`src/rtl/eew_pkg.sv`:
```
// Shared types and timing helpers for the EEPROM write/poll sequencer.
// Assumes all timing parameters are non-negative nanosecond values.
package eew_pkg;

    typedef enum logic [3:0] {
        ST_IDLE,
        ST_WSET,
        ST_WPULSE,
        ST_WHOLD,
        ST_PREAD,
        ST_PGAP,
        ST_RWAIT,
        ST_RACC,
        ST_RESP
    } seq_st_e;

    // Round a nanosecond interval up to whole clock cycles, at least one
    function automatic int unsigned cyc_of(input int unsigned ns, input int unsigned clk_ns);
        int unsigned c;
        c = (ns + clk_ns - 1) / clk_ns;
        return (c == 0) ? 1 : c;
    endfunction

    // Larger of two values
    function automatic int unsigned max2(input int unsigned a, input int unsigned b);
        return (a > b) ? a : b;
    endfunction

endpackage

```
`src/rtl/eew_sync.sv`:
```
// Multi-flop synchronizer for an asynchronous level input.
// Assumes the input changes slowly compared with the clock.
module eew_sync #(
    parameter int unsigned STAGES = 2
) (
    input  logic clk,
    input  logic rst_n,
    input  logic async_in,
    output logic sync_out
);
    logic [STAGES-1:0] chain_q;

    // Shift the asynchronous level through the flop chain
    always_ff @(posedge clk) begin
        if (!rst_n) chain_q <= '0;
        else        chain_q <= {chain_q[STAGES-2:0], async_in};
    end

    assign sync_out = chain_q[STAGES-1];
endmodule

```
`src/rtl/eew_timer.sv`:
```
// Loadable down counter with a zero flag; loading has priority over counting.
// Assumes the count stops at zero when no load arrives.
module eew_timer #(
    parameter int unsigned W = 8
) (
    input  logic         clk,
    input  logic         rst_n,
    input  logic         load,
    input  logic [W-1:0] load_val,
    input  logic         dec,
    output logic         zero
);
    logic [W-1:0] cnt_q;

    // Load, or count down towards zero
    always_ff @(posedge clk) begin
        if (!rst_n)                     cnt_q <= '0;
        else if (load)                  cnt_q <= load_val;
        else if (dec && cnt_q != '0)    cnt_q <= cnt_q - 1'b1;
    end

    assign zero = (cnt_q == '0);
endmodule

```
`src/rtl/eew_seq.sv`:
```
// Host-side sequencer for byte reads and writes on an asynchronous EEPROM bus.
// It turns nanosecond strobe timing into cycle counts and, after a write,
// waits for completion by bit-7 polling or by a synchronized ready line,
// bounded by a timeout. One command is handled at a time.
// Assumes mem_dq_in is stable whenever output enable has been low for the access time.
module eew_seq #(
    parameter int unsigned ADDR_W  = 11,
    parameter int unsigned DATA_W  = 8,
    parameter int unsigned CLK_NS  = 10,
    parameter int unsigned AS_NS   = 10,
    parameter int unsigned AH_NS   = 50,
    parameter int unsigned WP_NS   = 100,
    parameter int unsigned DS_NS   = 50,
    parameter int unsigned DH_NS   = 10,
    parameter int unsigned OES_NS  = 10,
    parameter int unsigned OEH_NS  = 10,
    parameter int unsigned BUSY_NS = 50,
    parameter int unsigned ACC_NS  = 150,
    parameter int unsigned OEA_NS  = 80,
    parameter int unsigned TO_NS   = 1_100_000
) (
    input  logic              clk,
    input  logic              rst_n,
    input  logic              cmd_valid,
    output logic              cmd_ready,
    input  logic              cmd_write,
    input  logic [ADDR_W-1:0] cmd_addr,
    input  logic [DATA_W-1:0] cmd_wdata,
    input  logic              mode_poll,
    output logic              rsp_valid,
    output logic [DATA_W-1:0] rsp_rdata,
    output logic              rsp_error,
    output logic              mem_ce_n,
    output logic              mem_oe_n,
    output logic              mem_we_n,
    output logic [ADDR_W-1:0] mem_addr,
    output logic [DATA_W-1:0] mem_dq_out,
    output logic              mem_dq_oe,
    input  logic [DATA_W-1:0] mem_dq_in,
    input  logic              mem_rdy
);
    import eew_pkg::*;

    localparam int unsigned SYNC_STAGES = 2;
    localparam int unsigned SET_CYC  = cyc_of(max2(AS_NS, OES_NS), CLK_NS);
    localparam int unsigned PW_CYC   = cyc_of(max2(WP_NS, max2(DS_NS, AH_NS)), CLK_NS);
    localparam int unsigned HOLD_CYC = cyc_of(max2(DH_NS, max2(OEH_NS, BUSY_NS)), CLK_NS);
    localparam int unsigned ACC_CYC  = cyc_of(max2(ACC_NS, OEA_NS), CLK_NS);
    localparam int unsigned TO_CYC   = cyc_of(TO_NS, CLK_NS);
    localparam int unsigned PH_MAX   = max2(max2(SET_CYC, PW_CYC),
                                            max2(HOLD_CYC + SYNC_STAGES, ACC_CYC));
    localparam int unsigned PH_W     = $clog2(PH_MAX + 1);
    localparam int unsigned TO_W     = $clog2(TO_CYC + 1);

    seq_st_e           st_q, st_d;
    logic [ADDR_W-1:0] addr_q;
    logic [DATA_W-1:0] data_q, rdata_q;
    logic              poll_q, err_q;
    logic              ph_load, ph_zero, to_load, to_dec, to_zero, rdy_s;
    logic [PH_W-1:0]   ph_val;
    logic              bit_match;

    eew_sync #(.STAGES(SYNC_STAGES)) rdy_sync_i (
        .clk(clk), .rst_n(rst_n), .async_in(mem_rdy), .sync_out(rdy_s)
    );

    eew_timer #(.W(PH_W)) phase_tmr_i (
        .clk(clk), .rst_n(rst_n), .load(ph_load), .load_val(ph_val),
        .dec(1'b1), .zero(ph_zero)
    );

    eew_timer #(.W(TO_W)) limit_tmr_i (
        .clk(clk), .rst_n(rst_n), .load(to_load), .load_val(TO_W'(TO_CYC - 1)),
        .dec(to_dec), .zero(to_zero)
    );

    assign bit_match = (mem_dq_in[DATA_W-1] == data_q[DATA_W-1]);
    assign to_dec    = (st_q inside {ST_PREAD, ST_PGAP, ST_RWAIT});

    // Next-state and phase-timer selection
    always_comb begin
        st_d    = st_q;
        ph_load = 1'b0;
        ph_val  = '0;
        to_load = 1'b0;
        unique case (st_q)
            ST_IDLE: if (cmd_valid) begin
                ph_load = 1'b1;
                if (cmd_write) begin
                    st_d   = ST_WSET;
                    ph_val = PH_W'(SET_CYC - 1);
                end else begin
                    st_d   = ST_RACC;
                    ph_val = PH_W'(ACC_CYC - 1);
                end
            end
            ST_WSET: if (ph_zero) begin
                st_d    = ST_WPULSE;
                ph_load = 1'b1;
                ph_val  = PH_W'(PW_CYC - 1);
            end
            ST_WPULSE: if (ph_zero) begin
                st_d    = ST_WHOLD;
                ph_load = 1'b1;
                ph_val  = poll_q ? PH_W'(HOLD_CYC - 1)
                                 : PH_W'(HOLD_CYC + SYNC_STAGES - 1);
            end
            ST_WHOLD: if (ph_zero) begin
                to_load = 1'b1;
                if (poll_q) begin
                    st_d    = ST_PREAD;
                    ph_load = 1'b1;
                    ph_val  = PH_W'(ACC_CYC - 1);
                end else begin
                    st_d = ST_RWAIT;
                end
            end
            ST_PREAD: if (ph_zero) begin
                if (bit_match || to_zero) st_d = ST_RESP;
                else                      st_d = ST_PGAP;
            end
            ST_PGAP: begin
                st_d    = ST_PREAD;
                ph_load = 1'b1;
                ph_val  = PH_W'(ACC_CYC - 1);
            end
            ST_RWAIT: if (rdy_s || to_zero) st_d = ST_RESP;
            ST_RACC:  if (ph_zero) st_d = ST_RESP;
            ST_RESP:  st_d = ST_IDLE;
            default:  st_d = ST_IDLE;
        endcase
    end

    // State register
    always_ff @(posedge clk) begin
        if (!rst_n) st_q <= ST_IDLE;
        else        st_q <= st_d;
    end

    // Command capture, read-data capture and timeout flag
    always_ff @(posedge clk) begin
        if (!rst_n) begin
            addr_q  <= '0;
            data_q  <= '0;
            poll_q  <= 1'b0;
            rdata_q <= '0;
            err_q   <= 1'b0;
        end else if (st_q == ST_IDLE && cmd_valid) begin
            addr_q  <= cmd_addr;
            data_q  <= cmd_write ? cmd_wdata : '0;
            poll_q  <= mode_poll;
            rdata_q <= '0;
            err_q   <= 1'b0;
        end else if (st_q == ST_RACC && ph_zero) begin
            rdata_q <= mem_dq_in;
        end else if (st_q == ST_PREAD && ph_zero && !bit_match && to_zero) begin
            err_q   <= 1'b1;
        end else if (st_q == ST_RWAIT && !rdy_s && to_zero) begin
            err_q   <= 1'b1;
        end
    end

    assign cmd_ready  = (st_q == ST_IDLE);
    assign rsp_valid  = (st_q == ST_RESP);
    assign rsp_rdata  = rdata_q;
    assign rsp_error  = err_q;
    assign mem_ce_n   = !(st_q inside {ST_WSET, ST_WPULSE, ST_WHOLD, ST_PREAD, ST_PGAP, ST_RACC});
    assign mem_oe_n   = !(st_q inside {ST_PREAD, ST_RACC});
    assign mem_we_n   = !(st_q == ST_WPULSE);
    assign mem_dq_oe  = (st_q inside {ST_WSET, ST_WPULSE, ST_WHOLD});
    assign mem_addr   = addr_q;
    assign mem_dq_out = data_q;
endmodule

```
`config.mk`:
```
export PLATFORM = sky130hd
export DESIGN_NAME = eew_seq
export DESIGN_NICKNAME = d
export VERILOG_FILES = /design/src/rtl/eew_pkg.sv /design/src/rtl/eew_sync.sv /design/src/rtl/eew_timer.sv /design/src/rtl/eew_seq.sv
export SDC_FILE = /design/constraint.sdc
export NUM_CORES = 1
export LEC_CHECK = 0
export ABC_AREA = 1
export BUFFER_PORTS_ARGS = -buffer_cell sky130_fd_sc_hd__buf_2
export CELL_PAD_IN_SITES_DETAIL_PLACEMENT = 1
export CELL_PAD_IN_SITES_GLOBAL_PLACEMENT = 2
export CORE_MARGIN = 1.5
export CORE_UTILIZATION = 26
export CTS_CLUSTER_SIZE = 30
export DETAILED_ROUTE_END_ITERATION = 6
export GPL_TIMING_DRIVEN = 0
export PLACE_DENSITY_LB_ADDON = 0.1
export RECOVER_POWER = 25
export SLEW_MARGIN = 20
export SYNTH_ARGS = -nofsm -noshare
export SYNTH_HDL_FRONTEND = slang
export SYNTH_HIERARCHICAL = 1
export SYNTH_SLANG_ARGS = --single-unit
```
`constraint.sdc`:
```
create_clock -name clk -period 1.85 [get_ports clk]
set_clock_uncertainty 0.05 [all_clocks]
set_input_delay 0.2775 -clock clk [delete_from_list [all_inputs] [get_ports clk]]
set_output_delay 0.2775 -clock clk [all_outputs]
set_load 0.01 [all_outputs]
```
## Word level (Yosys, flattened, before mapping)

Index checks and enable logic that the tools add are counted.

| storage, ports and cells | value |
|---|---|
| register bits after elaboration | 56 |
| latch bits | 0 |
| bits in writable memories | 0 |
| bits in read-only memories | 0 |
| bits of input ports | 33 |
| word-level logic and storage cells | 93 |
| memories kept | 0 |

| cells by class | value |
|---|---|
| $add $sub $neg | 2 |
| multiply operators | 0 |
| divide/modulo/power cells | 0 |
| magnitude comparators | 0 |
| eq/ne operators | 16 |
| shift-type cells | 0 |
| mux-type cells | 31 |
| bitwise logic cells | 2 |
| reductions and logical operators | 32 |

Operator list:

| kind | number |
|---|---|
| $mux 4 | 15 |
| $mux 17 | 2 |
| $pmux 4 s8 | 1 |
| $pmux 4 s5 | 1 |
| $logic_not 17->1 | 1 |
| $reduce_bool 17->1 | 1 |
| $sub 17x1->17 const B | 1 |
| $eq 4x3->1 const B | 4 |
| $ne 2x2->1 const B | 6 |
| $eq 4x2->1 const B | 2 |
| $logic_and 1x1->1 | 8 |
| $logic_not 4->1 | 2 |
| $mux 8 | 1 |
| $reduce_bool 2->1 | 4 |
| $mux 1 | 7 |
| $reduce_and 7->1 | 1 |
| $mux 3 | 2 |
| $reduce_bool 3->1 | 2 |
| $reduce_bool 6->1 | 1 |
| $reduce_or 2->1 | 3 |
| $logic_not 1->1 | 5 |
| $eq 4x1->1 const B | 1 |
| $eq 4x4->1 const B | 1 |
| $pmux 1 s4 | 1 |
| other kinds (8) | 10 |

## Depth between registers and ports, before layout

Gate-level depths: netlist of the first run.

| depth | value |
|---|---|
| depth after elaboration | 6 |
| depth in mapped cells | 16 |
| depth with buffers taken out | 16 |

## Cells and area by module

The synthesis of the first run kept the hierarchy.

By module, submodules not included:

| module | instances | cells each | area each (um^2) | sequential area each (um^2) |
|---|---|---|---|---|
| eew_seq | 1 | 217 | 1526.5 | 660.6 |
| eew_timer (limit_tmr_i) | 1 | 199 | 1186.1 | 340.3 |
| eew_timer (phase_tmr_i) | 1 | 41 | 274.0 | 80.1 |
| eew_sync | 1 | 6 | 55.1 | 40.0 |

## Worst setup path before layout of the first run

OpenSTA, ideal clock, no wires.

| timing path | value |
|---|---|
| path kind | register to register |
| start point | register phase_tmr_i.cnt_q[0] |
| end point | register limit_tmr_i.cnt_q[13] |
| setup time | 118 ps |
| arrival time | 1848 ps |
| setup slack | -166 ps |
| stages on the path, launching flop included | 14 |
| buffers on the path | 2 |
| period minus slack after synthesis | 2016 ps |
| path through | dfxtp_1 inv_1 ha_1 nand3_2 inv_1 inv_1 nor2_1 clkbuf_1 inv_2 clkbuf_1 nand3_1 nand2_1 nor2_1 nor2_1 |

| on the way | value |
|---|---|
| longest elaborated chain between the ends | 4 |

Ends and longest elaborated chain:

| element | line | RTL |
|---|---|---|
| start, declared | eew_timer.sv:13 | `logic [W-1:0] cnt_q;` |
| start signal, assigned | eew_timer.sv:18 | `else if (load) cnt_q <= load_val;` |
| start signal, assigned | eew_timer.sv:19 | `else if (dec && cnt_q != '0) cnt_q <= cnt_q - 1'b1;` |
| $logic_not 4->1 * | eew_timer.sv:22 | `assign zero = (cnt_q == '0);` |
| via ph_zero | eew_seq.sv:59 | `logic ph_load, ph_zero, to_load, to_dec, to_zero, rdy_s;` |
| $mux 1 * | eew_seq.sv:108 | `ST_WHOLD: if (ph_zero) begin` |
| $mux 1 * | eew_seq.sv:86 | `unique case (st_q)` |
| via to_load | eew_seq.sv:59 |  |
| $mux 17 or $reduce_bool 2->1 (tied branches) | n/a |  |
| end signal, assigned | eew_timer.sv:18 |  |
| end signal, assigned | eew_timer.sv:19 |  |
| end, declared | eew_timer.sv:13 |  |

The timed path passes the listed nets; every way through them passes the cells marked *.
A chain may end at the register's enable or synchronous reset.

## Worst setup path after layout of the first run

| timing path | value |
|---|---|
| start point | register phase_tmr_i.cnt_q[0] |
| end point | register phase_tmr_i.cnt_q[3] |

| on the way | value |
|---|---|
| longest elaborated chain between the ends | 4 |

Ends and longest elaborated chain:

| element | line |
|---|---|
| $logic_not 4->1 * | eew_timer.sv:22 |
| via ph_zero | eew_seq.sv:59 |
| $mux 1, on equally long branches | eew_seq.sv:108, eew_seq.sv:97, eew_seq.sv:102 |
| $pmux 1 s4 * | eew_seq.sv:86 |
| via ph_load | eew_seq.sv:59 |
| $mux 4 or $reduce_bool 2->1 (tied branches) | n/a |

The timed path passes the listed nets; every way through them passes the cells marked *. The select of a mux whose other input is x is not followed.

==> impl_metrics.json, run 1 <==
{
  "run_status": "completed",
  "fin_crit_ps": 1799,
  "die_x_um": 111.2,
  "dieArea_mm2": 0.01236,
  "dr.pass1.iters": 4,
  "met1_length_um": 4228,
  "gp_congestion": 0.7821,
  "finalSetupViolCount": 0,
  "layout-drive-gt1-share_pct": 25.27,
  "p_per_area_mw_per_mm2": 1774,
  "clock.fmax_mhz": 555.9,
  "ant_nets": 0,
  "grt_max_degree": 18,
  "rows": 39,
  "worstPathArrival_ps": 1960,
  "syn_area_per_cell_um2": 6.569,
  "vias": 3120,
  "nNetsFinal": 600,
  "cts_tree": "done",
  "grt_pass1_vias": 3154,
  "cts.sinks": 56,
  "cp-end-kind": "flop",
  "top_layer": "met4",
  "start_util_pct": 26.64,
  "drtIter0Drc": 113,
  "io_buffers": 66,
  "clock_latency_ps": 310,
  "hold_buffers": 0,
  "synth.cell_area_mm2": 0.003042,
  "viasPerCell": 4.401,
  "p_leak_nw": 1.867,
  "hp-class": "input port to flop",
  "wl_met2_um": 4486,
  "hold_violations": 0,
  "cts_root_buf": "clkbuf_16",
  "fin_crit_sh_pct": 97.23,
  "path_max_fanout": 6,
  "cts_max_level": 2,
  "drt-total-wl_um": 9131,
  "cts-buffers-inserted": 5,
  "grt_overflow": 0,
  "setup_ws_ps": 51.24,
  "dieHeight_um": 111.2,
  "fin_tns_setup_ps": 0,
  "max_cap_violations": 0,
  "critPathLaunchType": "flop",
  "ys_types": 42,
  "ioPinCount": 67,
  "worstSetupPathType": "flop to flop",
  "place_ws_ps": -421.3,
  "clk_pin_slew_ps": 70,
  "insertedDiodeCount": 0,
  "fill_cells": 1516,
  "dp_cells": 688,
  "slew_violations": 0,
  "antenna_found_initial": 0,
  "ys_seq_area_share_pct": 36.86,
  "yosys_warnings": 6,
  "rsz0062_at_grt": "true",
  "grt_pass1_wl_um": 15450,
  "grt_use_total_pct": 15.53,
  "syn_inst": 463,
  "stdcell_count": 709,
  "timing.hold.ws_ps": 107.7,
  "synthToLayoutAreaGrowth_pct": 33.11,
  "wl_per_cell_um": 12.88,
  "drc": 0,
  "cp.required_ps": 2010,
  "core_mm2": 0.01142,
  "vdd_drop_max_v": 0.0005863,
  "synth.ff_latch_count": 56,
  "wl_met3_um": 301,
  "cts_buffer_depth": 2,
  "dp_hpwl_um": 6830
}
Yosys cell counts, drive strengths merged:
cell | instances | area share (%)
ha | 2 | 0.82
inv | 53 | 6.6
nor2 | 69 | 9.9
nor3b | 1 | 0.25
nor3 | 7 | 1.2
xor2 | 3 | 0.86
nand4 | 3 | 0.62
o21bai | 1 | 0.25
clkbuf | 3 | 0.37
nand2 | 147 | 20
conb | 2 | 0.25
and2 | 1 | 0.21
or2 | 3 | 0.62
o211ai | 1 | 0.25
buf | 6 | 1.5
nand3b | 2 | 0.49
o21ai | 26 | 4.4
xnor2 | 1 | 0.29
o31ai | 1 | 0.25
dfxtp | 56 | 37
nand3 | 32 | 6.8
a21oi | 37 | 6.7
clkinv | 4 | 0.58
o22ai | 2 | 0.41
state kept, by name (all words and copies together), names as in the netlist:
register and flops:
rsp_rdata 8, limit_tmr_i/cnt_q 17, mem_addr 11, poll_q 1, mem_dq_out 8, st_q 4
phase_tmr_i/cnt_q 4, rdy_sync_i/chain_q 2, rsp_error 1
where the power goes:
group | total [mW] | leakage [nW] | internal, mW | switching, mW
clock | 1.39 | 0.104 | 0.914 | 0.479
sequential | 1.74 | 0.459 | 1.48 | 0.256
combinational | 4.05 | 1.30 | 1.54 | 2.51
what timing repair did:
item / 4_1_cts / 5_1_grt
pin swaps: 3 / 9
cloned: 0 / 0
setup endpoints to repair: 25 / 24
setup buffers: 3 / 12
resized for setup: 24 / 23
final timing paths:
| check | from | slack (ps) | endpoint | depth (start not counted) |
|---|---|---|---|---|
| worst min-delay path | mem_rdy | 110 | rdy_sync_i/chain_q[0]$_SDFF_PN0_ | 3 |
| worst max-delay path | phase_tmr_i/cnt_q[0]$_SDFFE_PN0P_ | 50 | phase_tmr_i/cnt_q[3]$_SDFFE_PN0P_ | 14 |
| worst max register to register | phase_tmr_i/cnt_q[0]$_SDFFE_PN0P_ | 50 | phase_tmr_i/cnt_q[3]$_SDFFE_PN0P_ | 14 |
| worst min register to register | rdy_sync_i/chain_q[0]$_SDFF_PN0_ | 390 | rdy_sync_i/chain_q[1]$_SDFF_PN0_ | 2 |
worst max-delay path, stage by stage, from the launching register on:
cell and delay (ps):
dfxtp_2 330, inv_2 70, ha_4 150, nand3_4 80, inv_4 80, inv_4 40, nor2_4 120, nand2_1 70
nand2_2 80, inv_2 30, nand4_1 140, inv_2 100, or2_0 230, nand3_2 90, a21oi_2 50
cells by family after synthesis:
logic type / Yosys count / share of synthesized area (%)
compound gates: 68 / 12.26
xor+xnor: 4 / 1.152
fa+ha+maj: 2 / 0.8226
flops: 56 / 36.86
simple gates: 265 / 39.57
other cells: 2 / 0.2469
buf+inv: 66 / 9.091
per-stage QoR:
step / power, mW / cell area (um^2) / util (%)
floorplan: 4.427 / 3108 / -
global placement: 5.300 / 3617 / 31.68
detailed placement: 5.370 / 3617 / 31.68
CTS: 7.030 / 3928 / 34.40
global route: 7.918 / 4049 / 35.46
finish: 7.183 / 4049 / 35.46
final cells by class:
cell class / count / area, um^2 / area share (%)
Clock inverter: 3 / 90.09 / 2.225
Timing Repair Buffer: 81 / 419.2 / 10.35
Inverter: 57 / 229.0 / 5.655
Sequential cell: 56 / 1130 / 27.90
Tap cell: 143 / 178.9 / 4.419
Buffer: 7 / 70.07 / 1.731
Multi-Input combinational cell: 357 / 1807 / 44.62
Clock buffer: 5 / 125.1 / 3.090
metal layers:
layer	global-route usage, %	up-vias
met5	0	-
met4	4.641	0
met3	3.663	6
met2	26.87	42
met1	19.11	1433
li1	-	1639
cell usage in the layout (no fill, tap or decap), types with 8 or more instances in the layout:
cell | Yosys | final
inv_2 | 6 | 10
nand2_1 | 136 | 134
dfxtp_1 | 56 | 49
inv_1 | 46 | 38
conb_1 | 2 | 18
o21ai_0 | 19 | 19
clkbuf_1 | 3 | 20
buf_4 | 2 | 17
nand3_1 | 27 | 25
a21oi_1 | 34 | 33
nor2_1 | 62 | 56
nand2_2 | 8 | 8
buf_2 | 1 | 47
Note: power is estimated with default switching activity, not from simulation.
==> run 2, diff against run 1 <==
- MAX_ROUTING_LAYER: unset -> met4
==> run 2 against run 1 <==
Effect of this change:
- clock power is essentially flat
- sequential power barely moved
- sequential cell count stayed put
- non-clock buffer count unchanged
- global-route usage grew 0.42 points
- critical path type unchanged
- sequential share of layout area is the same
- combinational power is essentially flat
- register-to-register slack is essentially flat
- design area stayed put
- power hardly changed
- first-iteration DRC count decreased by 1.8%
==> impl_metrics.json, run 2 (synthesized netlist as in run 1, its figures left out) <==
{
  "run_status": "completed",
  "hold_violations": 0,
  "gp_congestion": 0.7929,
  "crit_chain": "inv_2 -> ha_4 -> nand3_4 -> inv_4 -> inv_4 -> nor2_4 -> nand2_1 -> nand2_2 -> inv_2 -> nand4_1 -> inv_2 -> or2_0 -> nand3_2 -> a21oi_2",
  "stdcell_count": 709,
  "dr.pass1.iters": 4,
  "dp_hpwl_um": 6830,
  "slowest_delay_ps": 330,
  "critPathLaunchType": "flop",
  "cts_root_buf": "clkbuf_16",
  "vias": 3120,
  "nNetsFinal": 600,
  "clock.fmax_mhz": 555.9,
  "synthToLayoutAreaGrowth_pct": 33.11,
  "dieArea_mm2": 0.01236,
  "rsz0062_at_grt": "true",
  "drc": 0,
  "cp-end-kind": "flop",
  "hold_buffers": 0,
  "core_mm2": 0.01142,
  "final_cell_mix": "134 x nand2_1, 56 x nor2_1, 49 x dfxtp_1",
  "clock_latency_ps": 310,
  "cts.sinks": 56,
  "largest_reg_flops": 17,
  "grt_pass1_vias": 3160,
  "placement.cell_area_mm2": 0.003617,
  "wl_per_cell_um": 12.91,
  "place_ws_ps": -421.3,
  "layout_commonest_cell": "nand2_1",
  "grt_use_total_pct": 15.95,
  "worstSetupPathType": "flop to flop",
  "grt_overflow": 0,
  "ioPinCount": 67,
  "p_leak_nw": 1.867,
  "clk_pin_slew_ps": 70,
  "start_util_pct": 26.64,
  "grt_pass1_wl_um": 15460,
  "gr-usage-met3_pct": 3.390,
  "cts_tree": "done",
  "dp_cells": 688,
  "grt_max_degree": 18,
  "insertedDiodeCount": 0,
  "drtIter0Drc": 111,
  "busiest_layer": "met2",
  "final_area_mm2": 0.004049,
  "hp-class": "input port to flop",
  "finalSetupViolCount": 0,
  "fin_tns_setup_ps": 0,
  "die_x_um": 111.2,
  "layout-drive-gt1-share_pct": 25.27,
  "crit_path_frequent_cell": "inv_2",
  "drt-total-wl_um": 9154,
  "fin_util_pct": 35.46,
  "rows": 39,
  "largest-register": "limit_tmr_i/cnt_q",
  "dieHeight_um": 111.2,
  "io_buffers": 66,
  "fin_crit_sh_pct": 97.23,
  "path_max_fanout": 6,
  "ant_nets": 0,
  "max_cap_violations": 0,
  "critPathSlowestCell": "dfxtp_2",
  "p_per_area_mw_per_mm2": 1775,
  "slew_violations": 0,
  "setup_ws_ps": 51.19,
  "cts_max_level": 2,
  "cts-buffers-inserted": 5,
  "cp.required_ps": 2010,
  "antenna_found_initial": 0,
  "fin_crit_ps": 1799,
  "vdd_drop_max_v": 0.0005887,
  "viasPerCell": 4.401,
  "grt_use_met2_pct": 26.83,
  "worstPathArrival_ps": 1960,
  "cts_buffer_depth": 2,
  "grt_use_met1_pct": 19.25
}
[run 2: cell counts in the layout (fill, tap and decap cells not counted)]
Identical to the previous run, type by type.
[run 2: path summary, 6_finish.rpt]
kind                                                   startpoint  cells after the start  slack, ps                           endpoint
worst max-delay path            phase_tmr_i/cnt_q[0]$_SDFFE_PN0P_                     14         50  phase_tmr_i/cnt_q[3]$_SDFFE_PN0P_
worst min-delay path                                      mem_rdy                      3        110   rdy_sync_i/chain_q[0]$_SDFF_PN0_
worst max register to register  phase_tmr_i/cnt_q[0]$_SDFFE_PN0P_                     14         50  phase_tmr_i/cnt_q[3]$_SDFFE_PN0P_
worst min register to register   rdy_sync_i/chain_q[0]$_SDFF_PN0_                      2        390   rdy_sync_i/chain_q[1]$_SDFF_PN0_
[run 2: stage by stage]
stage                     power, mW  hold slack, ps
after floorplan               4.427           321.0
after CTS                     7.030           100.6
final                         7.185           107.8
after global routing          7.916           117.6
after global placement        5.300           384.9
after detailed placement      5.370           386.9
[run 2: power breakdown]
group	internal (mW)	switching [mW]	leakage (nW)
combinational	1.54	2.51	1.30
sequential	1.48	0.257	0.459
clock	0.913	0.478	0.104
[run 2: layer usage]
metal,vias to the layer above,wire [um]
met2,40,4495
met3,6,259
met5,-,0
met4,0,115
li1,1639,-
met1,1435,4284
[run 2: timing repair]
item | 4_1_cts | 5_1_grt
endpoints found under the setup margin | 25 | 24
setup buffers | 3 | 12
pin swaps | 3 | 9
resized for setup | 24 | 23
cloned | 0 | 0
[run 2: final cells by class]
cell class / instances / area [um^2]
repair buffers: 81 / 419.2
fillers: 1516 / 7370
multi-input cells: 357 / 1807
well taps: 143 / 178.9
plain buffers: 7 / 70.07
clock buffers: 5 / 125.1
inverters: 57 / 229.0
flip-flops and latches: 56 / 1130
clock inverters: 3 / 90.09
[run 2: critical path: cells and delay by family, from the launching register on]
family	cells	cell delay, ps
adder cells (fa/ha/maj)	1	150
AND/OR/NAND/NOR	7	810
buffers and inverters	5	320
AO/OA/AOI/OAI	1	50
flip-flops	1	330
